File: src/rtl/cfgtd_pkg.sv
// Package: shared state encoding and fixed codes for the trapdoor block.
// Assumes: byte-wide data codes; offsets are within a 3-bit window.
package cfgtd_pkg;
    typedef enum logic [1:0] {
        ST_IDLE = 2'd0,
        ST_ONE  = 2'd1,
        ST_TWO  = 2'd2,
        ST_OPEN = 2'd3
    } lock_st_t;

    localparam logic [7:0] KEY_OPEN  = 8'h03;
    localparam logic [7:0] KEY_CLOSE = 8'h83;
    localparam logic [7:0] KEY_DONE  = 8'h85;
    localparam logic [7:0] KEY_ARM   = 8'hFF;
endpackage

File: src/rtl/cfgtd_unlock_fsm.sv
// Module: tracks the unlock pattern and reports whether the window is open.
// Assumes: at most one access per cycle, qualified by acc_valid.
module cfgtd_unlock_fsm
    import cfgtd_pkg::*;
#(
    parameter int AW       = 3,
    parameter int PROBE_OF = 1,
    parameter int GATE_OF  = 2
) (
    input  logic          clk,
    input  logic          rst_n,
    input  logic          acc_valid,
    input  logic          acc_write,
    input  logic          acc_wide,
    input  logic [AW-1:0] acc_off,
    input  logic [7:0]    acc_data,
    output logic          win_open,
    output logic          swallow
);
    lock_st_t st_q, st_d;
    logic probe_rd, key_wr, close_wr;

    // Decode the three access kinds that move the sequence.
    always_comb begin
        probe_rd = acc_valid && !acc_write && acc_wide && (acc_off == AW'(PROBE_OF));
        key_wr   = acc_valid && acc_write && !acc_wide && (acc_off == AW'(GATE_OF))
                   && (acc_data == KEY_OPEN);
        close_wr = acc_valid && acc_write && !acc_wide && (acc_off == AW'(GATE_OF))
                   && (acc_data == KEY_CLOSE);
    end

    // Next-state choice: the expected step advances, anything else aborts.
    always_comb begin
        st_d = st_q;
        if (acc_valid) begin
            unique case (st_q)
                ST_IDLE: st_d = probe_rd ? ST_ONE : ST_IDLE;
                ST_ONE:  st_d = probe_rd ? ST_TWO : ST_IDLE;
                ST_TWO:  st_d = key_wr ? ST_OPEN : (probe_rd ? ST_ONE : ST_IDLE);
                ST_OPEN: st_d = close_wr ? ST_IDLE : ST_OPEN;
                default: st_d = ST_IDLE;
            endcase
        end
    end

    // State register.
    always_ff @(posedge clk) begin
        if (!rst_n) st_q <= ST_IDLE;
        else        st_q <= st_d;
    end

    assign win_open = (st_q == ST_OPEN);
    assign swallow  = acc_valid && acc_write && (win_open || ((st_q == ST_TWO) && key_wr));

    p_open_by_key_r2: assert property (@(posedge clk) disable iff (!rst_n)
        $rose(win_open) |-> $past(acc_valid && acc_write && !acc_wide
                                  && acc_off == AW'(GATE_OF) && acc_data == KEY_OPEN));
    p_close_by_key_r6: assert property (@(posedge clk) disable iff (!rst_n)
        $fell(win_open) |-> $past(acc_valid && acc_write && !acc_wide
                                  && acc_off == AW'(GATE_OF) && acc_data == KEY_CLOSE));
endmodule

File: src/rtl/cfgtd_regfile.sv
// Module: configuration byte storage with a sticky completion flag.
// Assumes: wr_en is only raised for an open-window 8-bit write.
module cfgtd_regfile
    import cfgtd_pkg::*;
#(
    parameter int AW         = 3,
    parameter int VALID_MASK = 'h6B,
    parameter int CTRL_IDX   = 3
) (
    input  logic                 clk,
    input  logic                 rst_n,
    input  logic                 wr_en,
    input  logic [AW-1:0]        wr_idx,
    input  logic [7:0]           wr_data,
    output logic [(2**AW)*8-1:0] regs_flat,
    output logic                 done_flag
);
    localparam int NREG = 2 ** AW;

    for (genvar i = 0; i < NREG; i++) begin : g_byte
        if (((VALID_MASK >> i) & 1) != 0) begin : g_live
            logic [7:0] byte_q;
            // Store the byte when this index is written.
            always_ff @(posedge clk) begin
                if (!rst_n)                            byte_q <= 8'h00;
                else if (wr_en && wr_idx == AW'(i))    byte_q <= wr_data;
            end
            assign regs_flat[i*8 +: 8] = byte_q;
        end else begin : g_hole
            assign regs_flat[i*8 +: 8] = 8'h00;
        end
    end

    // Sticky flag set by the completion code in the control byte.
    always_ff @(posedge clk) begin
        if (!rst_n)
            done_flag <= 1'b0;
        else if (wr_en && wr_idx == AW'(CTRL_IDX) && wr_data == KEY_DONE)
            done_flag <= 1'b1;
    end

    p_hold_when_idle_r7: assert property (@(posedge clk) disable iff (!rst_n)
        !wr_en |=> $stable(regs_flat));
    p_done_sticky_r9: assert property (@(posedge clk) disable iff (!rst_n)
        done_flag |=> done_flag);
endmodule

File: src/rtl/cfg_trapdoor.sv
// Module: top of the trapdoor register block; routes host accesses either
// to the task-file side or to the configuration bytes, and answers the
// clock-class readback.
// Assumes: one access per cycle; outputs tf_we/tf_re/rd_* are combinational.
module cfg_trapdoor
    import cfgtd_pkg::*;
#(
    parameter int AW         = 3,
    parameter int DW         = 16,
    parameter int VALID_MASK = 'h6B,
    parameter int PROBE_OF   = 1,
    parameter int GATE_OF    = 2,
    parameter int CTRL_IDX   = 3,
    parameter int STRAP_IDX  = 5
) (
    input  logic                 clk,
    input  logic                 rst_n,
    input  logic                 bus_valid,
    input  logic                 bus_write,
    input  logic                 bus_wide,
    input  logic [AW-1:0]        bus_off,
    input  logic [7:0]           bus_wdata,
    input  logic                 clk_speed_pin,
    output logic                 tf_we,
    output logic                 tf_re,
    output logic                 rd_own,
    output logic [DW-1:0]        rd_data,
    output logic                 cfg_open,
    output logic [(2**AW)*8-1:0] cfg_regs,
    output logic                 strap_override,
    output logic                 clk_class
);
    logic swallow, arm_q, cfg_we, arm_set;

    cfgtd_unlock_fsm #(.AW(AW), .PROBE_OF(PROBE_OF), .GATE_OF(GATE_OF)) u_fsm (
        .clk(clk), .rst_n(rst_n),
        .acc_valid(bus_valid), .acc_write(bus_write), .acc_wide(bus_wide),
        .acc_off(bus_off), .acc_data(bus_wdata),
        .win_open(cfg_open), .swallow(swallow)
    );

    assign cfg_we = cfg_open && bus_valid && bus_write && !bus_wide;

    cfgtd_regfile #(.AW(AW), .VALID_MASK(VALID_MASK), .CTRL_IDX(CTRL_IDX)) u_regs (
        .clk(clk), .rst_n(rst_n),
        .wr_en(cfg_we), .wr_idx(bus_off), .wr_data(bus_wdata),
        .regs_flat(cfg_regs), .done_flag(strap_override)
    );

    // Effective clock class: strap byte once overridden, else the pin.
    assign clk_class = strap_override ? cfg_regs[STRAP_IDX*8] : clk_speed_pin;

    // Arm condition: locked 8-bit write of the arm code at the strap offset.
    assign arm_set = bus_valid && bus_write && !bus_wide && !swallow
                     && (bus_off == AW'(STRAP_IDX)) && (bus_wdata == KEY_ARM);

    // Readback arm: set by the arm write, cleared by any other access.
    always_ff @(posedge clk) begin
        if (!rst_n)         arm_q <= 1'b0;
        else if (bus_valid) arm_q <= arm_set;
    end

    // Route each access to the task-file side or claim the readback.
    always_comb begin
        rd_own  = arm_q && bus_valid && !bus_write && bus_wide && (bus_off == AW'(STRAP_IDX));
        rd_data = rd_own ? DW'(clk_class) : '0;
        tf_re   = bus_valid && !bus_write && !rd_own;
        tf_we   = bus_valid && bus_write && !swallow;
    end

    p_no_pass_open_r5: assert property (@(posedge clk) disable iff (!rst_n)
        cfg_open |-> !tf_we);
    p_own_is_strap_read_r8: assert property (@(posedge clk) disable iff (!rst_n)
        rd_own |-> (bus_valid && !bus_write && bus_wide && bus_off == AW'(STRAP_IDX)));
    p_read_routed_r10: assert property (@(posedge clk) disable iff (!rst_n)
        (bus_valid && !bus_write) |-> (tf_re != rd_own));
endmodule

File: config.mk
export PLATFORM = sky130hd
export DESIGN_NAME = cfg_trapdoor
export DESIGN_NICKNAME = d
export VERILOG_FILES = /design/src/rtl/cfgtd_pkg.sv /design/src/rtl/cfgtd_unlock_fsm.sv /design/src/rtl/cfgtd_regfile.sv /design/src/rtl/cfg_trapdoor.sv
export SDC_FILE = /design/constraint.sdc
export NUM_CORES = 1
export LEC_CHECK = 0
export ABC_AREA = 1
export BUFFER_PORTS_ARGS = -buffer_cell sky130_fd_sc_hd__buf_2
export CAP_MARGIN = 20
export CORE_UTILIZATION = 50
export CTS_CLUSTER_DIAMETER = 40
export DETAILED_ROUTE_END_ITERATION = 10
export PLACE_DENSITY = 0.86
export SYNTH_ARGS = -nofsm -noshare
export SYNTH_HDL_FRONTEND = slang
export SYNTH_SLANG_ARGS = --single-unit
File: constraint.sdc
create_clock -name clk -period 3.95 [get_ports clk]
set_clock_uncertainty 0.05 [all_clocks]
set_input_delay 0.5925 -clock clk [delete_from_list [all_inputs] [get_ports clk]]
set_output_delay 0.5925 -clock clk [all_outputs]
set_load 0.005 [all_outputs]
==> results of run 1 <==
-- metal layers --
| metal | wire length (um) | vias up | track usage, % |
|---|---|---|---|
| met4 | 121 | 0 | 10.4 |
| met3 | 365 | 13 | 7.94 |
| met1 | 2240 | 892 | 30.1 |
| li1 | - | 959 | - |
| met5 | 0 | - | 0 |
| met2 | 2200 | 87 | 34.0 |
-- sequential cells by signal, indices dropped and copies added, names as in the netlist --
name,cells
u_regs.done_flag,1
u_fsm.st_q,2
arm_q,1
u_regs.g_byte.g_live.byte_q,40
-- worst min-delay path: stages, from the launching register on --
cell and delay, ps:
dfxtp_1 310, nand2_1 50, a21oi_1 50
-- path summary, 6_finish.rpt --
kind / end / cells past startpoint / slack, ps
setup / recovery: rd_data[0] / 7 / 1670
setup reg to reg: u_regs.g_byte[5].g_live.byte_q[3]$_SDFFE_PN0P_ / 7 / 2150
hold / removal: u_regs.g_byte[3].g_live.byte_q[5]$_SDFFE_PN0P_ / 2 / 410
hold reg to reg: u_regs.g_byte[3].g_live.byte_q[5]$_SDFFE_PN0P_ / 2 / 410
-- layout make-up --
class | count | area (um^2)
clock buffers | 5 | 68.8
clock inverters | 3 | 42.5
fillers | 378 | 1650
inverters | 21 | 85.1
multi-input cells | 214 | 955
flip-flops and latches | 44 | 881
well taps | 50 | 62.6
repair buffers | 63 | 315
-- stage by stage --
step | hold slack (ps) | worst slack, ps | cell area (um^2) | total power [mW]
final | 412 | 1670 | 2410 | 0.846
after global routing | 445 | 1550 | 2410 | 0.877
after CTS | 417 | 1720 | 2410 | 0.848
after detailed placement | 404 | 1710 | 2300 | 0.511
after global placement | 399 | 1820 | 2300 | 0.510
after floorplan | 390 | 2020 | 2290 | 0.514
-- layout by cell type (no fill, tap or decap), drive strengths merged --
| master | synthesis | final |
|---|---|---|
| a21oi | 31 | 31 |
| and2 | 1 | 1 |
| buf | 44 | 63 |
| bufinv | 0 | 1 |
| clkbuf | 5 | 5 |
| clkinv | 3 | 4 |
| clkinvlp | 0 | 1 |
| conb | 1 | 39 |
| dfxtp | 44 | 44 |
| inv | 18 | 18 |
| nand2 | 45 | 45 |
| nand3 | 18 | 18 |
| nand3b | 1 | 1 |
| nor2 | 49 | 49 |
| nor3 | 2 | 2 |
| nor3b | 1 | 1 |
| nor4 | 1 | 1 |
| o21ai | 26 | 26 |
-- cells by family after synthesis --
kind of cell / count (synthesis) / share of synthesized area (%)
flip-flops: 44 / 41.0
buffers and inverters: 70 / 21.2
AO/OA/AOI/OAI: 57 / 14.0
AND/OR/NAND/NOR: 118 / 23.7
other: 1 / 0.175
-- power breakdown --
group / total [mW] / leakage [nW] / internal [mW] / switching (mW)
registers: 0.444 / 0.354 / 0.444 / 0.000727
logic: 0.0576 / 0.809 / 0.0139 / 0.0436
clock network: 0.344 / 0.0541 / 0.187 / 0.157
==> flow_summary.ini, run 1 <==
[drt]
routed_via_density = 4.88
drt-pass1-iter-count = 4
ant_nets = 0
via_count = 1951
route.detailed.drc = 0
wirelength_mm = 4.93
routedWlPerCell_um = 12.3
drtIter0Drc = 120

[logic_synthesis]
synth_cells = 290
yosys_warnings = 0
ys_ff_latch = 44
synth-async-reset-ratio_pct = 0
yosysMostFrequentCell = nor2_1
syn_avg_cell_area_um2 = 7.40
synth_seq_area_share_pct = 41.0
ys_types = 27
synth_edf_count = 0
synth-main-ff-cell = dfxtp_1
synth_area_um2 = 2150
yosysTopAreaCellShare_pct = 41.0
synth_top_cell_by_area = dfxtp_1
synthTopCellsByCount = nor2_1, dfxtp_1, buf_4, nand2_1, a21oi_1
synth.area.top_cells = dfxtp_1, buf_4, nor2_1, nand2_1, a21oi_1

[floorplanning]
num_io_pins = 103
rows = 23
die_width_um = 67.5
design.die.area_um2 = 4560
start_util_pct = 52.9
die_y_um = 67.5
core_area_um2 = 4060

[power_and_ir_drop]
vdd_drop_max_mv = 0.250
leakage_nw = 1.22
powerDensity_nw_per_um2 = 351

[timing]
period_share_pct = 57.7
worst_pin_slew_ps = 709
fin_tns_setup_ps = 0
setup_viol = 0
max_freq_ghz = 0.439
period_minus_slack_ps = 2280
finalHoldViolCount = 0
slew_viol_final = 0
slew_headroom_pct = 52.5
rsz0062_at_grt = false

[place]
portBuffers = 63
hpwl_mm = 3.47
place.gp.congestion = 0.900
place_inst = 392

[worst_setup_path]
cpLargestDelayFamily = simple AND/OR/NAND/NOR gates
setup.worst_path.end_class = primary output
rr_startpoint = u_fsm.st_q[0]$_SDFFE_PN0P_
max_stage_delay_ps = 290
cp.arrival_ps = 1640
crit_start = bus_valid
critPathBufInv = 3
start_kind = input pin
cp_slowest_cell = nor3b_1
path_class = in2out
critPathRequiredTime_ps = 3310
cp_max_fo = 6
crit_path_cell_trace = buf_2 -> inv_1 -> nor2_1 -> nand2_1 -> nor3b_1 -> and2_1 -> buf_2
cpMostUsedCell = buf_2

[global_routing]
grt_pass1_vias = 1612
antenna_found_initial = 0
grt_start_max_net_pins = 28
grt_pass1_wl_mm = 7.60
track_usage_pct = 23.1
gr-total-overflow = 0

[hold_path]
hold_path.class = reg2reg
hp-start = u_regs.g_byte[3].g_live.byte_q[5]$_SDFFE_PN0P_

[finish]
num_antenna_cells = 0
stdcell_count = 400
layout-drive-gt1-share_pct = 24.3
finish.utilization_pct = 59.4
syn_to_final_growth_pct = 12.2
num-nets-final = 366

[flow_run]
drv_cap = 0

[cts]
root_buffer = clkbuf_8
clock_latency_ps = 300
cts_buffer_depth = 2
cts_resized = 0
cts_num_sinks = 44
postCtsHoldBufs = 0
cts_buffers = 5
cts_htree_levels = 2
postCtsSetupBuffers = 0
cts.clk_slew.worst_paths_ps = 80
cts_tree = yes

[status]
status = completed
Note: power is estimated with default switching activity, not from simulation.
==> run 2, diff against run 1 <==
--- a/config.mk
+++ b/config.mk
@@ -5,13 +5,13 @@
 export SDC_FILE = /design/constraint.sdc
 export NUM_CORES = 1
 export LEC_CHECK = 0
-export ABC_AREA = 1
+export ABC_AREA = 0
 export BUFFER_PORTS_ARGS = -buffer_cell sky130_fd_sc_hd__buf_2
 export CAP_MARGIN = 20
-export CORE_UTILIZATION = 50
+export CORE_UTILIZATION = 46
 export CTS_CLUSTER_DIAMETER = 40
 export DETAILED_ROUTE_END_ITERATION = 10
-export PLACE_DENSITY = 0.86
+export PLACE_DENSITY = 0.8
 export SYNTH_ARGS = -nofsm -noshare
 export SYNTH_HDL_FRONTEND = slang
 export SYNTH_SLANG_ARGS = --single-unit
==> constraint.sdc (replaced) <==
create_clock -name clk -period 2.3 [get_ports clk]
set_clock_uncertainty 0.05 [all_clocks]
set_input_delay 0.345 -clock clk [delete_from_list [all_inputs] [get_ports clk]]
set_output_delay 0.345 -clock clk [all_outputs]
set_load 0.005 [all_outputs]
==> run 2 against run 1 <==
Sequential power grew 72%. Synthesized cell count is 23% lower. Flip-flop and latch count did not move. Largest power group unchanged. Critical endpoint unchanged. Die area is 7.4% higher. Combinational power increased by 59%. First-iteration DRC count decreased by 29%. Hold slack got worse by 160 ps. Highest routed layer unchanged.
==> flow_summary.ini, run 2 <==
[global_routing]
grt_pass1_wl_mm = 6.85
track_usage_pct = 17.9
grt_start_max_net_pins = 33
gr-total-overflow = 0
grt_pass1_vias = 1411
antenna_found_initial = 0

[worst_setup_path]
path_class = reg2out
max_stage_delay_ps = 490
cp_slowest_cell = nor4_1
critPathRequiredTime_ps = 1900
critPathBufInv = 2
setup.worst_path.end_class = primary output
start_kind = flop
crit_path_cell_trace = inv_1 -> nor4_1 -> and2_1 -> buf_2
cpLargestDelayFamily = simple AND/OR/NAND/NOR gates
cp_max_fo = 3
cp.arrival_ps = 1460

[cts]
cts_resized = 0
cts_tree = yes
clock_latency_ps = 300
cts.clk_slew.worst_paths_ps = 80
postCtsSetupBuffers = 0
postCtsHoldBufs = 0
cts_num_sinks = 44
cts_htree_levels = 2
cts_buffers = 5
root_buffer = clkbuf_8
cts_buffer_depth = 2

[floorplanning]
rows = 24
die_y_um = 70.0
num_io_pins = 103
die_width_um = 70.0
start_util_pct = 48.5
design.die.area_um2 = 4900
core_area_um2 = 4380

[timing]
setup_viol = 0
slew_viol_final = 0
setup_slack_ps = 444
period_minus_slack_ps = 1860
max_freq_ghz = 0.539
worst_pin_slew_ps = 519
period_share_pct = 80.7
slew_headroom_pct = 65.1
rsz0062_at_grt = false
fin_tns_setup_ps = 0
finalHoldViolCount = 0

[logic_synthesis]
yosysTopAreaCellShare_pct = 41.4
yosys_warnings = 0
synth_area_um2 = 2130
synth.area.top_cells = dfxtp_1, mux2i_1, buf_4, nor2_1, nor4b_2
synth_cells = 222
synth-main-ff-cell = dfxtp_1
synthTopCellsByCount = dfxtp_1, nor2_1, buf_4, mux2i_1
synth_edf_count = 0
synth_top_cell_by_area = dfxtp_1
ys_types = 34
yosysMostFrequentCell = dfxtp_1
synth-async-reset-ratio_pct = 0
synth_seq_area_share_pct = 41.4
syn_avg_cell_area_um2 = 9.58
ys_ff_latch = 44

[finish]
finish.utilization_pct = 55.4
stdcell_count = 337
largestRegisters = u_regs.g_byte.g_live.byte_q: 40 flops, u_fsm.st_q: 2 flops
layout_common_cells = buf_2, dfxtp_1, nor2_1
top_register = u_regs.g_byte.g_live.byte_q
num-nets-final = 301
syn_to_final_growth_pct = 14.3
num_antenna_cells = 0
largest_reg_flops = 40
fill_cells = 415
layout-drive-gt1-share_pct = 28.4
final_common_cell = buf_2

[drt]
routedWlPerCell_um = 13.1
dr.max_layer_used = met4
met1_length_mm = 1.85
via_count = 1603
met3_length_um = 298
routed_via_density = 4.76
route.detailed.drc = 0
wirelength_mm = 4.40
ant_nets = 0
drtIter0Drc = 85
wl_met2_mm = 2.20
drt-pass1-iter-count = 4

[flow_run]
drv_cap = 0

[place]
place_inst = 329
pre_cts_slack_ps = 474
hpwl_mm = 3.19
place.gp.congestion = 0.787
portBuffers = 63

[status]
status = completed

[power_and_ir_drop]
leakage_nw = 1.31
powerDensity_nw_per_um2 = 550
vdd_drop_max_mv = 0.469
total_power_mw = 1.34

[hold_path]
hold_path.class = in2reg
[run 2: cell types whose count changed in the layout (fill, tap and decap cells not counted), moves of 5 or more]
cell     delta
nor2_1      -5
inv_1      -14
nand3_1    -15
o21ai_0    -22
nand2_1    -37
mux2i_1    +40
a21oi_1    -27
[run 2: cell type report]
cell class	count	area, um^2	area share (%)
clock inverters	1	8.76	0.360
inverters	3	11.3	0.463
well taps	52	65.1	2.68
clock buffers	7	76.3	3.14
repair buffers	66	358	14.7
multi-input cells	164	1030	42.4
flip-flops and latches	44	881	36.3
[run 2: where the power goes]
| part | switching (mW) | internal (mW) | total [mW] |
|---|---|---|---|
| Clock | 0.264 | 0.217 | 0.481 |
| Sequential | 0.00243 | 0.762 | 0.764 |
| Combinational | 0.0631 | 0.0287 | 0.0918 |
| Total | 0.330 | 1.01 | 1.34 |
[run 2: worst paths after layout]
kind                              start                                             end  slack [ps]  depth (start not counted)
min                               rst_n                      u_fsm.st_q[0]$_SDFFE_PN0P_         250                          3
min reg2reg          arm_q$_SDFFE_PN0P_                              arm_q$_SDFFE_PN0P_         420                          2
max reg2reg  u_fsm.st_q[0]$_SDFFE_PN0P_  u_regs.g_byte[0].g_live.byte_q[3]$_SDFFE_PN0P_         680                          4
max                  arm_q$_SDFFE_PN0P_                                      rd_data[0]         440                          4
[run 2: metrics by stage]
step	hold WS (ps)	cell area (um^2)
5_1_grt	259	2430
6_report	248	2430
3_3_place_gp	405	2320
4_1_cts	245	2430
2_1_floorplan	395	2270
3_5_place_dp	413	2340
[run 2: kinds of logic after synthesis]
group	after synthesis	synth area share, %
buf+inv	52	16.8
mux	41	19.4
other cells	1	0.176
flops	44	41.4
simple gates	76	19.9
compound gates	8	2.30
[run 2: metal layers]
layer / vias to the layer above / track usage (%)
li1: 789 / -
met1: 745 / 21.7
met2: 63 / 29.7
met3: 6 / 6.06
met4: 0 / 5.78
met5: - / 0
[run 2: worst register-to-register path: stages, from the launching register on]
cell     delay, ps
dfxtp_1        450
and4b_2        320
nand4_2        360
mux2i_1        270
nor2_1          50
==> run 3, diff against run 2 <==
--- a/config.mk
+++ b/config.mk
@@ -8,10 +8,10 @@
 export ABC_AREA = 0
 export BUFFER_PORTS_ARGS = -buffer_cell sky130_fd_sc_hd__buf_2
 export CAP_MARGIN = 20
-export CORE_UTILIZATION = 46
+export CORE_UTILIZATION = 41
 export CTS_CLUSTER_DIAMETER = 40
 export DETAILED_ROUTE_END_ITERATION = 10
-export PLACE_DENSITY = 0.8
+export PLACE_DENSITY = 0.75
 export SYNTH_ARGS = -nofsm -noshare
 export SYNTH_HDL_FRONTEND = slang
 export SYNTH_SLANG_ARGS = --single-unit
==> constraint.sdc (replaced) <==
create_clock -name clk -period 1.7 [get_ports clk]
set_clock_uncertainty 0.05 [all_clocks]
set_input_delay 0.255 -clock clk [delete_from_list [all_inputs] [get_ports clk]]
set_output_delay 0.255 -clock clk [all_outputs]
set_load 0.005 [all_outputs]
==> run 3 against run 2 <==
Core utilization decreased by 1.3 points. Global-route usage is 0.11 points lower. Count of clock-buffer cells in the layout fell by 2. Die area up 12%. Clock power rose by 68%. Total power is 49% higher. Non-clock buffer count increased by 13. Sequential power grew 35%. Combinational power up 66%. Register-to-register slack worse by 550 ps. Critical path type unchanged. Critical endpoint unchanged. Largest power group unchanged.
==> flow_summary.ini, run 3 (synthesis gave the netlist of run 2 again) <==
[worst_setup_path]
crit_cells = 5
setup.worst_path.end_class = primary output
crit_start = arm_q$_SDFFE_PN0P_
cpLargestDelayFamily = simple AND/OR/NAND/NOR gates
rr_startpoint = u_fsm.st_q[0]$_SDFFE_PN0P_
path_class = reg2out
cp_max_fo = 3
max_stage_delay_ps = 340
crit_path_cell_trace = inv_1 -> nor4_2 -> buf_4 -> and2_1 -> buf_2
rr_endpoint = u_regs.g_byte[1].g_live.byte_q[5]$_SDFFE_PN0P_
critPathCapture = rd_data[0]
cp_slowest_cell = dfxtp_1
critPathBufInv = 3
rr_worst_depth = 6
critPathRequiredTime_ps = 1390
reg2reg_slack_ps = 130
start_kind = flop
cp.arrival_ps = 1390

[place]
portBuffers = 63
place.gp.congestion = 0.839
hpwl_mm = 3.49
pre_cts_slack_ps = 30.5
place_inst = 357
dpl_cell_area_um2 = 2450

[power_and_ir_drop]
leakage_nw = 1.41
sw_frac_of_total_pct = 23.8
powerDensity_nw_per_um2 = 759
p_switching_mw = 0.475
pwr-share-comb_pct = 7.6
pwr-share-clk_pct = 40.6
p_seq_share_pct = 51.8
vdd_drop_max_mv = 0.689
p_int_mw = 1.52

[timing]
setup_viol = 0
max_freq_ghz = 0.589
period_minus_slack_ps = 1700
period_share_pct = 99.8
finalHoldViolCount = 0
setup_slack_ps = 2.93
slew_viol_final = 0

[cts]
cts_tree = yes
cts_htree_levels = 2
clock_latency_ps = 300
cts_buffers = 5
cts_num_sinks = 44
cts_buffer_depth = 2
root_buffer = clkbuf_8
cts.clk_slew.worst_paths_ps = 80

[floorplanning]
core_area_um2 = 4850
start_util_pct = 43.8
rows = 25
die_width_um = 74.0
design.die.area_um2 = 5480
die_y_um = 74.0
num_io_pins = 103

[global_routing]
grt_pass1_vias = 1422
grt_pass1_wl_mm = 7.11
antenna_found_initial = 0
grt_start_max_net_pins = 44
gr-total-overflow = 0
track_usage_pct = 17.8

[drt]
via_count = 1687
route.detailed.drc = 0
routedWlPerCell_um = 13.3
routed_via_density = 4.62
ant_nets = 0
drt-pass1-iter-count = 4
drtIter0Drc = 68
wirelength_mm = 4.84

[finish]
largest_reg_flops = 40
layout_common_cells = buf_2, nor2_1, dfxtp_1
num-nets-final = 314
largestRegisters = u_regs.g_byte.g_live.byte_q: 40 flops, u_fsm.st_q: 2 flops
stdcell_count = 365
final_common_cell = buf_2
fin_area_um2 = 2620
finish.utilization_pct = 54.1
layout-drive-gt1-share_pct = 33.6
num_antenna_cells = 0
top_register = u_regs.g_byte.g_live.byte_q
syn_to_final_growth_pct = 23.4

[hold_path]
hold_path.class = in2reg

[status]
status = completed

[flow_run]
drv_cap = 0
## run 3: cell count changes in the layout (fill, tap and decap cells not counted), moves of 2 or more
cell / before / now
dfxtp_1: 44 / 42
clkbuf_1: 2 / 0
buf_6: 0 / 2
nor4b_4: 0 / 3
buf_4: 2 / 13
nor4b_2: 3 / 0
## run 3: worst min-delay path by stage
stage / cells after the start / to / slack, ps / startpoint
global route: 3 / u_fsm.st_q[0]$_SDFFE_PN0P_ / 150 / rst_n
finish: 3 / u_fsm.st_q[0]$_SDFFE_PN0P_ / 150 / rst_n
CTS: 3 / u_fsm.st_q[0]$_SDFFE_PN0P_ / 140 / rst_n
global placement: 2 / arm_q$_SDFFE_PN0P_ / 410 / arm_q$_SDFFE_PN0P_
detailed placement: 2 / arm_q$_SDFFE_PN0P_ / 420 / arm_q$_SDFFE_PN0P_
floorplan: 2 / u_fsm.st_q[0]$_SDFFE_PN0P_ / 340 / rst_n
## run 3: worst register-to-register path: stages, from the launching register on
cell and delay (ps):
dfxtp_2 370, buf_4 130, nand4b_2 180, nor4b_4 310
buf_6 190, mux2i_1 200, nor2_1 50
## run 3: layout make-up
class / count / area [um^2]
sequential: 44 / 886
clock inverter: 3 / 42.5
multi-input combinational: 164 / 1080
timing repair buffer: 79 / 455
clock buffer: 5 / 68.8
fill: 463 / 2220
inverter: 3 / 11.3
tap: 67 / 83.8
## run 3: what timing repair did
item                                    CTS  global route
buffers inserted                          1             0
endpoints found under the setup margin    1            15
gates resized for setup                   2             9
pin swaps                                 3             2
cloned                                    0             0
hold buffers                              0             0
## run 3: metrics by stage
step                hold slack [ps]  setup TNS (ps)  total power, mW
floorplan                       343               0             1.19
global placement                411               0             1.20
detailed placement              416               0             1.20
CTS                             140               0             2.00
global route                    148            -120             2.07
finish                          145               0             1.99
## run 3: power by group through the flow
stage	logic, mW	clock network [mW]	registers (mW)
CTS	0.142	0.822	1.03
detailed placement	0.141	0	1.06
finish	0.152	0.808	1.03
floorplan	0.134	0	1.06
global route	0.169	0.864	1.03
global placement	0.140	0	1.06
## run 3: layer usage
layer | vias up | track usage (%) | share of wire, %
met2 | 63 | 27.0 | 47
met5 | - | 0 | 0
met4 | 0 | 6.41 | 1.3
met1 | 800 | 23.2 | 44
li1 | 817 | - | -
met3 | 7 | 6.50 | 7.1
